**src/rtl/nbt_sram.sv**
```systemverilog
module nbt_sram #(
  parameter int DEPTH = 64,
  parameter int NBYTE = 4,
  localparam int AW = $clog2(DEPTH),
  localparam int BW = 9,
  localparam int CW = 2,
  localparam int DW = BW * NBYTE
) (
  input  logic             clk,
  input  logic             rst_n,
  input  logic             flow,
  input  logic             stall,
  input  logic             sel_a_n,
  input  logic             sel_b,
  input  logic             sel_c_n,
  input  logic             burst,
  input  logic             wr_n,
  input  logic [NBYTE-1:0] be_n,
  input  logic [AW-1:0]    addr,
  input  logic [DW-1:0]    d_in,
  input  logic             oe_n,
  input  logic             sleep,
  output logic [DW-1:0]    d_out,
  output logic             d_oe
);

  typedef enum logic [1:0] {OP_NONE, OP_RD, OP_WR} op_t;

  logic [DW-1:0]    mem [DEPTH];
  op_t              op1, op2, nxt_op, dph_op;
  logic [AW-1:0]    a1, a2, nxt_a, dph_a;
  logic [NBYTE-1:0] m1, m2, dph_m;
  logic [DW-1:0]    q, fwd, rd_raw;
  logic             go, sel_all;

  assign go      = !stall && !sleep;
  assign sel_all = !sel_a_n && sel_b && !sel_c_n;
  assign rd_raw  = mem[a1];

  always_comb begin
    if (burst) begin
      nxt_op = op1;
      nxt_a  = {a1[AW-1:CW], a1[CW-1:0] + CW'(1)};
    end else begin
      nxt_op = !sel_all ? OP_NONE : (wr_n ? OP_RD : OP_WR);
      nxt_a  = addr;
    end
  end

  assign dph_op = flow ? op1 : op2;
  assign dph_a  = flow ? a1 : a2;
  assign dph_m  = flow ? m1 : m2;

  always_comb begin
    for (int b = 0; b < NBYTE; b++)
      fwd[b*BW +: BW] = (op2 == OP_WR && a2 == a1 && m2[b]) ? d_in[b*BW +: BW]
                                                            : rd_raw[b*BW +: BW];
  end

  always_ff @(posedge clk) begin
    if (go && dph_op == OP_WR)
      for (int b = 0; b < NBYTE; b++)
        if (dph_m[b]) mem[dph_a][b*BW +: BW] <= d_in[b*BW +: BW];
  end

  always_ff @(posedge clk or negedge rst_n) begin
    if (!rst_n) begin
      op1 <= OP_NONE;
      op2 <= OP_NONE;
      a1  <= '0;
      a2  <= '0;
      m1  <= '0;
      m2  <= '0;
      q   <= '0;
    end else if (go) begin
      op1 <= nxt_op;
      a1  <= nxt_a;
      m1  <= ~be_n;
      op2 <= op1;
      a2  <= a1;
      m2  <= m1;
      if (op1 == OP_RD) q <= fwd;
    end
  end

  assign d_out = flow ? rd_raw : q;
  assign d_oe  = (flow ? (op1 == OP_RD) : (op2 == OP_RD)) && !oe_n && !sleep;

  AST_LOAD_TAKES_CMD: assert property (@(posedge clk) disable iff (!rst_n)
    (go && !burst && sel_all) |=> (a1 == $past(addr)) && (op1 == ($past(wr_n) ? OP_RD : OP_WR)));
  AST_PIPE_ADVANCE: assert property (@(posedge clk) disable iff (!rst_n)
    (go && !flow && op1 == OP_RD) |=> op2 == OP_RD);
  AST_STALL_FREEZE: assert property (@(posedge clk) disable iff (!rst_n)
    !go |=> $stable(op1) && $stable(op2) && $stable(a1) && $stable(a2) && $stable(q));
  AST_DESEL_QUIET: assert property (@(posedge clk) disable iff (!rst_n)
    (go && !burst && !sel_all) |=> op1 == OP_NONE);
  AST_BURST_STEP: assert property (@(posedge clk) disable iff (!rst_n)
    (go && burst) |=> (a1[CW-1:0] == $past(a1[CW-1:0]) + CW'(1)) &&
                      (a1[AW-1:CW] == $past(a1[AW-1:CW])) && (op1 == $past(op1)));

endmodule

```
**config.mk**
```make
export PLATFORM = sky130hd
export DESIGN_NAME = nbt_sram
export DESIGN_NICKNAME = d
export VERILOG_FILES = /design/src/rtl/nbt_sram.sv
export SDC_FILE = /design/constraint.sdc
export NUM_CORES = 2
export LEC_CHECK = 0
export ABC_AREA = 0
export BUFFER_PORTS_ARGS = -buffer_cell sky130_fd_sc_hd__buf_2
export CAP_MARGIN = 20
export CELL_PAD_IN_SITES_DETAIL_PLACEMENT = 1
export CELL_PAD_IN_SITES_GLOBAL_PLACEMENT = 1
export CORE_ASPECT_RATIO = 0.5
export CORE_MARGIN = 4
export CORE_UTILIZATION = 34
export CTS_BUF_LIST = sky130_fd_sc_hd__clkbuf_4
export DETAILED_ROUTE_END_ITERATION = 6
export GPL_TIMING_DRIVEN = 0
export PLACE_DENSITY = 0.58
export SKIP_CTS_REPAIR_TIMING = 1
export SLEW_MARGIN = 20
export SYNTH_ARGS = -nofsm -noshare
export SYNTH_HDL_FRONTEND = slang
export SYNTH_SLANG_ARGS = --single-unit
```
**constraint.sdc**
```tcl
create_clock -name clk -period 6.85 [get_ports clk]
set_clock_uncertainty 0.2 [all_clocks]
set_input_delay 1.37 -clock clk [delete_from_list [all_inputs] [get_ports clk]]
set_output_delay 1.37 -clock clk [all_outputs]
set_load 0.02 [all_outputs]
```
* After elaboration in Yosys (flattened, before gate mapping)
Memory sizes are Yosys's and may differ from the RTL's.
Index checks and enable logic that the tools add are counted.
** Word-level totals
- Register bits :: 60
- RAM bits :: 2304
- Bits of input ports :: 57
- Memories kept :: 1
** Memories
- mem :: depth 64, bits a word 36, rd ports 1, clocked after Yosys merged registers in 0, write ports 1, line 29 : logic [DW-1:0] mem [DEPTH];
** Operators by class
- $add $sub $neg :: 1
- Equality and inequality tests :: 5
- Mux-type cells :: 24
- Bitwise gates (word level) :: 2
- Reduce and logical (&&, ||, !) cells :: 18
** Operators by type and width (number)
- 36-bit 2-to-1 mux :: 1
- 9-bit 2-to-1 mux :: 4
- 1-bit 2-to-1 mux :: 13
- 1-bit logical AND :: 11
- 2-bit 2-to-1 mux :: 4
- 6-bit == test :: 1
- 6-bit 2-to-1 mux :: 1
- 1-bit logical NOT :: 5
- 2-bit by 1-bit == test with 1-bit output (second input constant) :: 2
- 2-bit == test (second input constant) :: 2
- 4-bit 2-to-1 mux :: 1
- 4-bit inverter :: 1
- 2-bit AND reduction :: 2
- 2-bit by 1-bit adder with 2-bit output (second input constant) :: 1
- 1-bit inverter :: 1

* Longest topological paths before layout
- Depth after elaboration :: 5
- Mapped depth :: 12
- Mapped depth without buffers :: 6

* Worst setup path after synthesis
OpenSTA, ideal clock, no wires.
- Kind :: input to output
- Start :: in flow
- End :: out d_oe
- Data arrival time :: 3.185 ns
- Slack :: 2.095 ns
- Stages on the path :: 6
- Buffers on the path :: 4
- Cells stage by stage :: clkbuf_1 > buf_1 > clkbuf_1 > clkbuf_1 > a21oi_1 > nor3_1
** On the way
- Cells in the longest elaborated chain, start to end :: 3
** RTL lines
- start: declaration :: line 11 : input logic flow,
- 1-bit 2-to-1 mux :: line 87 : assign d_oe = (flow ? (op1 == OP_RD) : (op2 == OP_RD)) && !oe_n && !sleep;
- 1-bit logical AND (2 in a row) :: line 87
- end: declaration :: line 24 : output logic d_oe
Every way passes these cells.

* Worst setup path after layout
- Start :: reg a1[2]
- End :: out d_out[28]
** On the way
- Cells in the longest elaborated chain, start to end :: 2
** RTL lines
- start: declaration :: line 31 : logic [AW-1:0] a1, a2, nxt_a, dph_a;
- start signal: assignment :: line 77 : a1 <= nxt_a;
- memory 64 x 36 bit
- 36-bit 2-to-1 mux :: line 86 : assign d_out = flow ? rd_raw : q;
- end: declaration :: line 23 : output logic [DW-1:0] d_out,
Every way passes these cells.

==> flow_summary.ini <==
[synth]
ys_async_sr_fraction_pct = 2.54
synth_seq_cells = 2364
yosys_warnings = 0
synthFlopType = edfxtp_1
synth_cell_types = 52
syn_inst = 4436
synth-edff-count = 2304
netlist_area_um2 = 91900
postSynthAreaPerCell_um2 = 20.7
synth-seq-area-share_pct = 77.0
synth_fp_nets = 4493

[detailed_routing]
postRouteAntennaNets = 0
via_per_inst = 5.72
first_pass_iters = 6
drt-wirelength-per-cell_um = 36.8
wl_um = 335000
drc_errors = 0
vias = 52100
drtIter0Drc = 7701

[setup_path]
crit_slowest_cell = a211oi_1
cp_top_family = buffers and inverters
critPathBufInv = 5
crit_top_cell = clkbuf_4
critical_path.max_stage_delay_ps = 620
critPathMaxFanout = 10
cp-start-kind = flip-flop
cp-startpoint = a1[2]
r2r-start = a1[2]
crit_required_ps = 5280
end_kind = primary output
cp_cell_sequence = clkbuf_4, buf_4, clkbuf_4, clkbuf_4, nor2_1, a22oi_1, a31oi_1, a211oi_1, mux2_2, buf_2
critPathArrivalTime_ps = 5360
crit_type = reg2out

[pwr]
sw_frac_of_total_pct = 30.0
ir_drop_mv = 0.126
power.internal_w = 0.0238
power.switching_w = 0.0102
share_comb_of_total_power_pct = 18.6
power_density_nw_per_um2 = 324
sequentialPowerShare_pct = 47.4
power_frac_clock_pct = 34.0
p_leak_nw = 33.0

[sta]
max_freq_mhz = 144
layout_setup_ws_ps = -83.7
setup_viol = 4
report.final.hold_viol_count = 0
maxSlewViolCount = 0
whs_ps = 123
slew_headroom_pct = 20.4
tns_ps = -193
finalCritPeriodShare_pct = 101
tightest_slew_ps = 1190
min_period_ps = 6930

[clock_network]
cts_root_buf = clkbuf_4
clkLatencyLatePin_ps = 1280
clockBufferDepth = 4
cts_sinks = 2364
cts_tree = yes
cts_made_buffers = 575
htreeDepth = 6
cts.clk_slew.worst_paths_ps = 70

[placement]
gp_congestion = 0.936
place_ws_ps = 221
numPortBuffers = 92
hpwl_um = 232000

[final_layout]
area_delta_synth_final_pct = 14.2
final_layout_size_suffix_gt1_share_pct = 34.7
fin_nets = 5185

[status]
violations = negative setup slack
status = complete, but fails checks

[global_routing]
grt_overflow = 0
grt_pass1_wl_um = 450000
antenna_found_initial = 40
grt_pass1_vias = 53100
grt_max_degree = 66
gr-usage-all-layers_pct = 23.6

[job]
maxCapViolCount = 0

[hold_path]
hold_class = in2reg
min_from = be_n[1]

[floorplan]
die_area_um2 = 279000
start_util_pct = 34.3
dieWidth_um = 743
core_area_um2 = 268000
rows = 134
pin_count = 94
die_h_um = 376
==> cell type report <==
type,instances,area (µm²)
buffer,264,1600
timing repair buffer,115,808
multi-input combinational,1800,20400
sequential,2364,70700
clock buffer,814,6110
clock inverter,119,736
antenna,22,55.1
fill,26200,163000
inverter,8,30.0
tap,3604,4510
==> power groups by stage <==
stage	clock [W]	sequential (W)	combinational (W)
detailed placement	0	0.0164	0.00603
finish	0.0116	0.0161	0.00630
CTS	0.0117	0.0161	0.00605
floorplan	0	0.0164	0.00299
global route	0.0126	0.0161	0.00639
global placement	0	0.0164	0.00593
==> cells in the final DEF (no fill, tap or decap), types with 7 or more instances in the layout <==
cell type	instances
edfxtp_1	2304
clkbuf_4	849
mux4_2	527
a22oi_1	213
nor2_1	207
nand2_1	150
mux2i_1	129
a21oi_1	117
nor2_2	102
buf_2	87
clkbuf_1	78
mux2_2	78
clkinv_1	77
buf_4	76
dfrtp_1	60
clkbuf_2	47
buf_6	34
o21ai_0	23
diode_2	22
inv_2	21
or4_1	18
nand3_1	18
and3_1	17
o221ai_1	16
a31oi_1	16
a221o_1	16
nor2b_1	13
buf_1	11
a21oi_2	11
nand2b_1	10
a221oi_1	10
bufinv_16	10
o22ai_1	9
inv_1	8
a31o_2	7
==> worst reg2reg max path, delay by kind of cell (launching register included) <==
kind,cells,cell delay (ps)
multiplexers,1,230
flip-flops,1,390
buffers and inverters,6,2050
AND/OR/NAND/NOR,3,2730
==> cell usage after synthesis (all sizes together) (3+ instances only) <==
cell       n  area (µm²)
mux4     527       11900
and3      17         106
xor2       3        26.3
or4       22         165
dfrtp     60        1500
nand3b     3        22.5
nor3b      4        30.0
nand2    151         567
o211ai     6        45.0
xnor2      3        26.3
a211oi     5        37.5
clkbuf   130         488
a21oi    129         646
a22oi    213        1600
nor2b     14        87.6
nand4      5        31.3
mux2i    135        1350
o21ai     24         120
inv        8        30.0
buf      134         763
nor4       3        18.8
nand2b    10        62.6
nand3     18        90.1
mux2      78         878
a31o       7        61.3
a31oi     16         100
o22ai     10        62.6
a221o     16         160
nor2     310        1160
o221ai    18         158
and2       7        43.8
edfxtp  2304       69200
nor3       7        35.0
or2        5        31.3
a221oi    16         140
==> worst paths after layout <==
path	cells after the start	endpoint	slack [ps]
setup reg to reg	10	mem[7][16]	780
max in group asynchronous	3	op1[1]	5310
min in group asynchronous	2	q[8]	480
hold / removal	2	m1[1]	120
setup / recovery	10	d_out[28]	-80
hold reg to reg	2	m2[2]	290
==> logic make-up after synthesis <==
| family | synth area share (%) |
|---|---|
| xor+xnor | 0.0572 |
| compound gates | 3.51 |
| buf+inv | 1.39 |
| simple gates | 2.73 |
| flops | 77.0 |
| mux | 15.3 |
==> per-stage QoR <==
stage	area (µm²)	utilization [%]	power (W)	cells
after floorplan	91900	-	0.0193	4436
after global placement	96800	36.2	0.0223	8132
after detailed placement	97300	36.3	0.0224	8145
after CTS	104000	38.9	0.0339	9078
after global routing	105000	39.2	0.0350	9098
final	105000	39.2	0.0339	9110
==> per-layer routing <==
layer	up-vias	wire, µm	global-route usage, %
li1	20200	-	-
met1	28200	137000	32.7
met2	3088	147000	34.7
met3	646	35400	6.69
met4	12	15900	10.5
met5	-	77	0
==> flip-flops by register name, indices dropped and copies added, names as in the netlist <==
signal  count
m1          4
a2          6
m2          4
op2         2
mem      2304
op1         2
q          36
a1          6
No activity file was read; power rests on OpenSTA's default activity.
